## src/rtl/refresh_sched_pkg.sv

```systemverilog
package refresh_sched_pkg;

  typedef enum logic [1:0] {
    PRIO_NONE  = 2'b00,
    PRIO_LOW   = 2'b01,
    PRIO_HIGH  = 2'b10,
    PRIO_PANIC = 2'b11
  } ref_prio_e;

  typedef enum logic [1:0] {
    DBL_THERMAL = 2'b00,
    DBL_ALWAYS  = 2'b01,
    DBL_NEVER   = 2'b10,
    DBL_RSVD    = 2'b11
  } dbl_mode_e;

  // Reserved encoding falls back to the thermal rule.
  function automatic logic dbl_active(input logic [1:0] mode, input logic hot);
    case (dbl_mode_e'(mode))
      DBL_ALWAYS: return 1'b1;
      DBL_NEVER:  return 1'b0;
      default:    return hot;
    endcase
  endfunction

endpackage

```

## src/rtl/refi_timer.sv

```systemverilog
module refi_timer #(
  parameter int PERIOD_W = 16
) (
  input  logic                clk,
  input  logic                rst_n,
  input  logic [PERIOD_W-1:0] period,
  input  logic                halve,
  output logic                tick
);
  logic [PERIOD_W-1:0] cnt_q;
  logic [PERIOD_W-1:0] eff;
  logic [PERIOD_W-1:0] last;

  always_comb begin
    eff  = halve ? {1'b0, period[PERIOD_W-1:1]} : period;
    last = (eff == '0) ? '0 : eff - 1'b1;
    tick = (cnt_q >= last);
  end

  always_ff @(posedge clk) begin
    if (!rst_n)     cnt_q <= '0;
    else if (tick)  cnt_q <= '0;
    else            cnt_q <= cnt_q + 1'b1;
  end
endmodule

```

## src/rtl/owed_counter.sv

```systemverilog
module owed_counter #(
  parameter int CNT_W = 4
) (
  input  logic             clk,
  input  logic             rst_n,
  input  logic             add,
  input  logic             take,
  output logic [CNT_W-1:0] count
);
  localparam logic [CNT_W-1:0] CNT_MAX = '1;

  always_ff @(posedge clk) begin
    if (!rst_n) begin
      count <= '0;
    end else begin
      case ({add, take})
        2'b10:   if (count != CNT_MAX) count <= count + 1'b1;
        2'b01:   if (count != '0)      count <= count - 1'b1;
        default: count <= count;
      endcase
    end
  end
endmodule

```

## src/rtl/sat_up_counter.sv

```systemverilog
module sat_up_counter #(
  parameter int W = 8
) (
  input  logic         clk,
  input  logic         rst_n,
  input  logic         clr,
  output logic [W-1:0] count
);
  localparam logic [W-1:0] TOP = '1;

  always_ff @(posedge clk) begin
    if (!rst_n || clr)       count <= '0;
    else if (count != TOP)   count <= count + 1'b1;
  end
endmodule

```

## src/rtl/hold_window.sv

```systemverilog
module hold_window #(
  parameter int W = 9
) (
  input  logic         clk,
  input  logic         rst_n,
  input  logic         load,
  input  logic [W-1:0] len,
  output logic         busy
);
  logic [W-1:0] left_q;

  always_ff @(posedge clk) begin
    if (!rst_n)               left_q <= '0;
    else if (load)            left_q <= len;
    else if (left_q != '0)    left_q <= left_q - 1'b1;
  end

  assign busy = (left_q != '0);
endmodule

```

## src/rtl/refresh_sched.sv

```systemverilog
module refresh_sched
  import refresh_sched_pkg::*;
#(
  parameter int PERIOD_W  = 16,
  parameter int RFC_W     = 9,
  parameter int IDLE_W    = 8,
  parameter int CNT_W     = 4,
  parameter int LIM_W     = 7,
  parameter int LIM_SHIFT = 10
) (
  input  logic                clk,
  input  logic                rst_n,
  input  logic [PERIOD_W-1:0] cfg_refi,
  input  logic [RFC_W-1:0]    cfg_rfc,
  input  logic [IDLE_W-1:0]   cfg_idle_thr,
  input  logic [CNT_W-1:0]    cfg_hi_wm,
  input  logic [CNT_W-1:0]    cfg_panic_wm,
  input  logic [LIM_W-1:0]    cfg_limit,
  input  logic [1:0]          cfg_dbl_mode,
  input  logic                dram_hot,
  input  logic                rank_idle,
  input  logic                ref_gnt,
  output logic                ref_req,
  output logic [1:0]          ref_prio,
  output logic                blk_act
);
  localparam int LIMC_W = LIM_W + LIM_SHIFT;

  logic              tick;
  logic              accept;
  logic              dbl_on;
  logic [CNT_W-1:0]  owed_q;
  logic [IDLE_W-1:0] idle_cnt;
  logic [LIMC_W-1:0] lim_cnt;
  logic [LIMC_W-1:0] lim_cycles;
  logic              lim_hit;
  logic              owed_nz;
  logic              opp;
  ref_prio_e         prio;

  assign dbl_on = dbl_active(cfg_dbl_mode, dram_hot);

  refi_timer #(.PERIOD_W(PERIOD_W)) u_refi (
    .clk(clk), .rst_n(rst_n), .period(cfg_refi), .halve(dbl_on), .tick(tick)
  );

  owed_counter #(.CNT_W(CNT_W)) u_owed (
    .clk(clk), .rst_n(rst_n), .add(tick), .take(accept), .count(owed_q)
  );

  sat_up_counter #(.W(IDLE_W)) u_idle (
    .clk(clk), .rst_n(rst_n), .clr(!rank_idle), .count(idle_cnt)
  );

  sat_up_counter #(.W(LIMC_W)) u_limit (
    .clk(clk), .rst_n(rst_n), .clr(accept), .count(lim_cnt)
  );

  hold_window #(.W(RFC_W)) u_rfc (
    .clk(clk), .rst_n(rst_n), .load(accept), .len(cfg_rfc), .busy(blk_act)
  );

  assign lim_cycles = {cfg_limit, {LIM_SHIFT{1'b0}}};
  assign lim_hit    = (cfg_limit != '0) && (lim_cnt >= lim_cycles);
  assign owed_nz    = (owed_q != '0);
  assign opp        = rank_idle && (idle_cnt >= cfg_idle_thr);

  always_comb begin
    if (blk_act)                                          prio = PRIO_NONE;
    else if (lim_hit || (owed_nz && owed_q >= cfg_panic_wm)) prio = PRIO_PANIC;
    else if (owed_nz && owed_q >= cfg_hi_wm)              prio = PRIO_HIGH;
    else if (owed_nz && opp)                              prio = PRIO_LOW;
    else                                                  prio = PRIO_NONE;
  end

  assign ref_prio = prio;
  assign ref_req  = (prio != PRIO_NONE);
  assign accept   = ref_req && ref_gnt;
endmodule

```

## config.mk

```make
export PLATFORM = sky130hd
export DESIGN_NAME = refresh_sched
export DESIGN_NICKNAME = d
export VERILOG_FILES = /design/src/rtl/refresh_sched_pkg.sv /design/src/rtl/refi_timer.sv /design/src/rtl/owed_counter.sv /design/src/rtl/sat_up_counter.sv /design/src/rtl/hold_window.sv /design/src/rtl/refresh_sched.sv
export SDC_FILE = /design/constraint.sdc
export NUM_CORES = 1
export LEC_CHECK = 0
export BUFFER_PORTS_ARGS = -buffer_cell sky130_fd_sc_hd__buf_2
export CORE_MARGIN = 1.5
export CORE_UTILIZATION = 59
export DETAILED_ROUTE_END_ITERATION = 10
export GPL_TIMING_DRIVEN = 1
export PLACE_DENSITY = 0.83
export SYNTH_ARGS = -nofsm -noshare
export SYNTH_HDL_FRONTEND = slang
export SYNTH_SLANG_ARGS = --single-unit
```

## constraint.sdc

```tcl
create_clock -name clk -period 7 [get_ports clk]
set_input_delay 0 -clock clk [delete_from_list [all_inputs] [get_ports clk]]
set_output_delay 0 -clock clk [all_outputs]
set_load 0.1 [all_outputs]
```

==> results by group, run 1 <==
CTS
  – Post_cts resized: 0
  – H-Tree Depth: 2
  – TritonCTS Buffers: 5
  – TritonCTS clock tree: yes
  – Clock Tree Buf Depth: 2
  – Post-CTS setup buffer count: 0
  – Total clock sinks: 54
  – Root buf cell: clkbuf_8
  – Clk_lat worst skew: between 300 and 400 ps
  – Clk slew on worst S/H paths: around 100 ps

Worst setup path
  – Max incr delay on CP: 370 ps
  – Worst Path Required: 7250 ps
  – Reg2reg path depth: 16
  – Worst Setup End Kind: flip-flop
  – Kind of critical path: in2reg
  – Worst-path maximum fanout: 13
  – CP max stage cell: or3_1
  – Worst reg-to-reg setup slack: 3350 ps
  – Worst r2r src: u_owed.count[0]$_SDFFE_PN0P_
  – Critical Path Source Type: primary input
  – CP Data Arrival Time: around 5300 ps
  – Worst R2R End: u_owed.count[3]$_SDFFE_PN0P_

Detailed routing
  – WL final: 8.800 mm
  – Detailed-route via count: 3772
  – DR vias/cell: around 5.5
  – Post-route ant nets: 0
  – 1st-pass router iterations: 4
  – Routed WL per cell: around 13 µm
  – Drt drc: 0
  – First DRT Iteration DRCs: 151

STA
  – Endpoints failing hold: 0
  – Worst-margin pin slew: approximately 500 ps
  – Slew Limit Fails: 0
  – Final WS setup: about 2000 ps
  – # setup viols final: 0
  – Worst Skew: 6.620 ps
  – Slew Limit Headroom: 0.6562
  – Highest Clock Rate: ~200 MHz
  – Unrepaired setup endpoints after global routing: no
  – Crit share post-route: 0.7191
  – Tmin final: approximately 5000 ps
  – Setup TNS: 0 ps

Worst hold path
  – WHS Endpoint: u_rfc.left_q[0]$_SDFFE_PN0P_
  – Hold/Removal Path Class: in2reg
  – Hold Path Depth: 3
  – Hold Startpoint: cfg_rfc[0]

Cells and area
  – Most frequent cells in the layout: 63 x nor2_1, 58 x buf_2, 54 x dfxtp_1, 50 x ha_1, 40 x nand2_1
  – Nets: 689
  – Ratio of cells with drive above 1 in the final layout: 0.1541
  – Most common cell after layout, fill and taps aside: nor2_1
  – Area delta synth->final: 12.14%
  – Ant diodes: 0
  – Finished Layout Cells: 683
  – Finished Cell Area: about 0.005 mm²

Synth
  – FF+latch count, synth: 54
  – Synth Warn #: 0
  – Post-synth EDFFs: 0
  – Post-Syn Instances: 524
  – Mapped Avg Cell Area: between 8 and 9 µm²
  – Mapped Area: around 0.0043 mm²
  – Ys async rst share: 0
  – Distinct cells, synth: 63
  – Net count after synthesis: 630
  – Ys flop type: dfxtp_1
  – Sequential-to-total area share from yosys stat: 0.2486

Global routing
  – Antenna violations before repair: 0
  – Largest net degree at the start of global routing: 22
  – Vias in the first global route: ~3700
  – Tot GR Track Use: 0.2395
  – First-pass GRT wire length: approximately 15 mm
  – Grt total ovfl: 0

Floorplanning
  – Num ports: 59
  – # rows: 31
  – Initial Utilization: 0.6059
  – Die width: ~89 µm
  – Die Ht: 88.85 µm
  – Die ar.: approximately 0.0079 mm²
  – Core Footprint: between 0.007 and 0.008 mm²

Placement
  – Placed Cells: ~670
  – Dpl cell area: about 0.0047 mm²
  – HPWL after detailed placement: a little under 7 mm
  – Port Buffer Count: 58
  – Setup WS pre-CTS: roughly 1700 ps
  – Routability Congestion: about 0.86

Run
  – Max_cap viols: 0

Run status
  – Status: finished clean

Power and ir drop
  – Maximum VDD drop: ~0.12 mV
  – Pwr dens: ~170 mW/mm²
  – Lkg Pwr: between 2 and 2.5 nW
## state kept, by name, summed over array words and instances, names as in the netlist
register / cells
u_limit.count: 17
u_owed.count: 4
u_rfc.left_q: 9
u_idle.count: 8
u_refi.cnt_q: 16
## routing by layer
layer	track usage	routed length, µm
met5	0	0
met4	0.06960	157
met3	0.04011	244
met2	0.4346	4491
met1	0.2890	3908
## critical path, delay by kind of cell
kind / cells / cell delay, ps
AO/OA/AOI/OAI: 6 / 1180
XOR/XNOR: 1 / 80
adder cells (fa/ha/maj): 4 / 1060
buffers and inverters: 4 / 440
multiplexers: 4 / 840
AND/OR/NAND/NOR: 10 / 1670
## final cells by class
cell class	count	area [µm²]
multi-input combinational	418	3037
fill	567	2300
sequential	54	1081
timing repair buffer	67	377.9
inverter	37	138.9
tap	99	123.9
clock buffer	5	68.82
clock inverter	3	48.80
## repair_timing
action | in CTS | in global routing
endpoints found under the setup margin | 0 | 0
hold endpoints to repair | 8 | 0
hold buffers | 8 | 0
## synth_stat cells, types with 2 or more instances
cell type	count	share of area
buf_1	2	0.0017
and2_1	3	0.0043
a21oi_1	11	0.013
or3_1	4	0.0058
nor2b_1	10	0.014
o21a_1	5	0.0086
a22oi_1	2	0.0035
and3_1	8	0.012
xnor2_1	22	0.044
o31ai_1	2	0.0035
xor2_1	30	0.060
nand2_1	40	0.035
nor2_4	10	0.026
o311a_1	2	0.0046
nor3b_1	2	0.0035
nor3_1	16	0.018
a221oi_1	3	0.0060
a211oi_1	5	0.0086
nand4_1	10	0.014
nand2b_1	9	0.013
a31oi_1	2	0.0029
o21ai_0	14	0.016
nand4b_1	2	0.0040
nand3_1	27	0.031
ha_1	50	0.14
clkbuf_1	9	0.0078
nand3b_1	2	0.0035
a21o_1	7	0.012
mux2i_1	17	0.039
o211ai_1	8	0.014
inv_1	37	0.032
dfxtp_1	54	0.25
buf_6	2	0.0052
nor4_1	6	0.0086
nor2_1	63	0.054
## stage by stage
stage          utilization  hold WS (ps)  total power [W]
2_1_floorplan            -         145.0        0.0005565
3_3_place_gp        0.6520         248.0        0.0006063
3_5_place_dp        0.6520         267.1        0.0006169
4_1_cts             0.6795         6.080        0.0008381
5_1_grt             0.6795         14.99        0.0008864
6_report            0.6795         8.257        0.0008324
## logic make-up (layout without fill, tap and decap cells)
family,after synthesis,count (layout),synth area share
AO/OA/AOI/OAI,72,72,0.1223
XOR/XNOR,52,52,0.1047
adder cells (fa/ha/maj),51,51,0.1485
buffers and inverters,52,112,0.05295
flip-flops,54,54,0.2486
multiplexers,19,19,0.04691
AND/OR/NAND/NOR,224,224,0.2760
## power breakdown
group	total [W]	leakage [nW]	switching (W)	internal (W)
Clock	0.000218	0.0563	0.000109	0.000109
Combinational	0.000268	1.64	0.000156	0.000112
Sequential	0.000347	0.438	0.0000198	0.000327
Total	0.000832	2.14	0.000284	0.000548
## worst max path at each step
| stage | start | endpoint | slack (ps) | depth (start not counted) |
|---|---|---|---|---|
| after CTS | cfg_dbl_mode[1] | u_owed.count[3]$_SDFFE_PN0P_ | 1980 | 29 |
| final | cfg_dbl_mode[1] | u_owed.count[3]$_SDFFE_PN0P_ | 1970 | 29 |
| after global routing | cfg_dbl_mode[1] | u_owed.count[3]$_SDFFE_PN0P_ | 1420 | 29 |
| after detailed placement | cfg_dbl_mode[1] | u_owed.count[3]$_SDFFE_PN0P_ | 1660 | 29 |
| after floorplan | cfg_dbl_mode[1] | u_owed.count[3]$_SDFFE_PN0P_ | 1880 | 28 |
| after global placement | cfg_dbl_mode[1] | u_owed.count[3]$_SDFFE_PN0P_ | 1940 | 29 |
Power figures use the tool's default switching activity.
==> inputs of run 2 (changes only) <==
ABC_AREA = 1   (was unset)
clock period = 5.25 ns   (was 7 ns; I/O delays follow)
==> results by group, run 2 <==
Detailed routing
  – Detailed-route via count: 4365 (+16%)
  – Routed WL per cell: 11.79 µm (-8.5%)
  – WL final: 9.658 mm (+9.8%)
  – First DRT Iteration DRCs: 147 (-2.6%)
  – DR vias/cell: 5.330 (-3.5%)
  – Post-route ant nets: 0 (unchanged)
  – 1st-pass router iterations: 5 (+1)
  – Drt drc: 0 (unchanged)

Synth
  – Distinct cells, synth: 45 (-29%)
  – Ys async rst share: 0 (unchanged)
  – Xor and xnor fraction of the mapped netlist area: 0.04522 (-0.05952)
  – Post-synthesis simple-gate area fraction: 0.3247 (+0.04875)
  – Mapped Area: 0.004454 mm² (+2.4%)
  – Net count after synthesis: 755 (+20%)
  – Compound-cell area share of the yosys netlist: 0.1329 (+0.01056)
  – Post-synth EDFFs: 0 (unchanged)
  – Ys flop type: dfxtp_1
  – Post-synthesis mux area share: 0 (-0.04691)
  – Sequential-to-total area share from yosys stat: 0.2427 (-0.005936)
  – Post-Syn Instances: 649 (+24%)
  – Leading area contributor after synthesis: dfxtp_1
  – Top post-synthesis cells by area: dfxtp_1 24%, ha_1 14%, nand2_1 10%
  – Largest family of logic cells by synthesized area: simple AND/OR/NAND/NOR gates
  – Synth top area share: 0.2427 (-0.005936)
  – Synth Warn #: 0 (unchanged)
  – Adder-Cell Fraction of Synth Area: 0.1449 (-0.003545)
  – FF+latch count, synth: 54 (unchanged)
  – Count leader, synth: nand2_1
  – Mapped Avg Cell Area: 6.863 µm² (-17%)
  – Synth cell count leaders: 121 x nand2_1, 107 x inv_1, 72 x nor2_1

STA
  – Tmin final: approximately 4300 ps
  – Worst-margin pin slew: 591.4 ps (+76.92 ps)
  – Slew Limit Fails: 0 (unchanged)
  – Setup TNS: 0 ps (unchanged)
  – Worst Skew: 12.35 ps (+5.728 ps)
  – Highest Clock Rate: about 230 MHz
  – Unrepaired setup endpoints after global routing: no
  – Endpoints failing hold: 0 (unchanged)
  – Crit share post-route: 0.8248
  – Hold_ws: 17.89 ps (+9.631 ps)
  – Slew Limit Headroom: 0.6048 (-0.05141)
  – Final WS setup: 919.9 ps (-1046 ps)
  – # setup viols final: 0 (unchanged)

Cells and area
  – Nets: 825 (+20%)
  – Most frequent cells in the layout: 121 x nand2_1, 107 x inv_1, 72 x nor2_1, 58 x buf_2, 54 x dfxtp_1
  – Ratio of cells with drive above 1 in the final layout: 0.1667 (+0.01256)
  – Largest reg by FF count: u_limit.count
  – Largest regs: u_limit.count x17, u_refi.cnt_q x16, u_rfc.left_q x9
  – Area delta synth->final: 13.17%
  – Most common cell after layout, fill and taps aside: nand2_1
  – Max reg flops: 17 (unchanged)
  – Ant diodes: 0 (unchanged)

Worst setup path
  – Max incr delay on CP: 470 ps (+100 ps)
  – CP max stage cell: o21ai_4
  – CP Data Arrival Time: 4550 ps (-730 ps)
  – Worst Setup End Kind: flip-flop
  – Worst-path maximum fanout: 19 (+6)
  – Buf+Inv Stages, Crit Path: 5 (+1)
  – Kind of critical path: in2reg
  – Most common cell on crit path: nand2_1
  – Worst Path Required: 5470 ps (-1780 ps)
  – Largest delay contributor family on the critical path: simple AND/OR/NAND/NOR gates
  – Critical Path Source Type: primary input

CTS
  – Clk_lat worst skew: 320 ps (about the same)
  – Clk slew on worst S/H paths: 100 ps (about the same)
  – H-Tree Depth: 2 (unchanged)
  – TritonCTS Buffers: 5 (unchanged)
  – TritonCTS clock tree: yes
  – Root buf cell: clkbuf_8
  – Post-CTS setup buffer count: 0 (unchanged)
  – Total clock sinks: 54 (unchanged)
  – Clock Tree Buf Depth: 2 (unchanged)

Worst hold path
  – Hold/Removal Path Class: in2reg

Run
  – Max_cap viols: 0 (unchanged)

Placement
  – Setup WS pre-CTS: 669.2 ps (-988.8 ps)
  – HPWL after detailed placement: 7.658 mm (+11%)
  – Port Buffer Count: 58 (unchanged)
  – Routability Congestion: 0.8994 (+4.0%)

Global routing
  – Vias in the first global route: 4206 (+15%)
  – Tot GR Track Use: 0.2476 (+0.008128)
  – Largest net degree at the start of global routing: 20 (-9.1%)
  – Antenna violations before repair: 0 (unchanged)
  – First-pass GRT wire length: 17.16 mm (+12%)
  – Grt total ovfl: 0 (unchanged)

Floorplanning
  – Initial Utilization: 0.6108 (+0.004916)
  – Num ports: 59 (unchanged)
  – # rows: 31 (unchanged)
  – Die Ht: 89.89 µm (+1.2%)
  – Core Footprint: 0.007292 mm² (+1.6%)
  – Die width: 89.89 µm (+1.2%)
  – Die ar.: 0.008080 mm² (+2.4%)

Power and ir drop
  – Pwr dens: 238.5 mW/mm² (+40%)
  – Lkg Pwr: 2.477 nW (+16%)
  – Maximum VDD drop: 0.1990 mV (+67%)

Run status
  – Status: finished clean
==> run 2: cell type report <==
class / count / area (µm²)
clock buffer: 5 / 68.82
clock inverter: 3 / 47.55
fill: 644 / 2251
inverter: 117 / 439.2
multi-input combinational: 472 / 2885
sequential: 54 / 1081
tap: 99 / 123.9
timing repair buffer: 69 / 395.4
==> run 2: final timing paths <==
check	from	to	slack, ps	cells past startpoint
hold / removal	rst_n	u_owed.count[1]$_SDFFE_PN0P_	20	3
setup reg to reg	u_idle.count[0]$_SDFFE_PP0P_	u_owed.count[3]$_SDFFE_PN0P_	2280	23
setup / recovery	cfg_dbl_mode[0]	u_owed.count[3]$_SDFFE_PN0P_	920	30
hold reg to reg	u_limit.count[10]$_SDFFE_PP0P_	u_limit.count[10]$_SDFFE_PP0P_	490	2
==> run 2: cells by family after synthesis <==
group,Yosys count
xor+xnor,23
fa+ha+maj,51
flops,54
buf+inv,123
simple gates,297
compound gates,101
==> run 2: where the power goes <==
group	switching, W	internal [W]
clock	0.000149	0.000145
sequential	0.0000247	0.000442
combinational	0.000283	0.000158
==> run 2: worst min-delay path, delay by kind of cell <==
kind | cells | cell delay [ps]
buf+inv | 1 | 160
compound gates | 1 | 90
simple gates | 1 | 40
==> run 2: per-layer routing <==
metal	vias to the layer above	global-route usage	part of all wire
met2	94	0.4701	0.50
met5	-	0	0
met1	2012	0.2916	0.45
li1	2245	-	-
met3	14	0.03215	0.040
met4	0	0.06217	0.012
==> run 2: through the flow <==
step / cells / util / total power [W] / area, µm²
global placement: 802 / 0.6630 / 0.0008911 / 4835
finish: 819 / 0.6913 / 0.001202 / 5041
detailed placement: 802 / 0.6630 / 0.0009063 / 4835
global route: 819 / 0.6913 / 0.001283 / 5041
floorplan: 649 / - / 0.0008199 / 4454
CTS: 819 / 0.6913 / 0.001200 / 5041
==> run 2: what timing repair did <==
item | in CTS | in global routing
hold buffers | 9 | 0
hold endpoints to repair | 9 | 0
resized for setup | 0 | 0
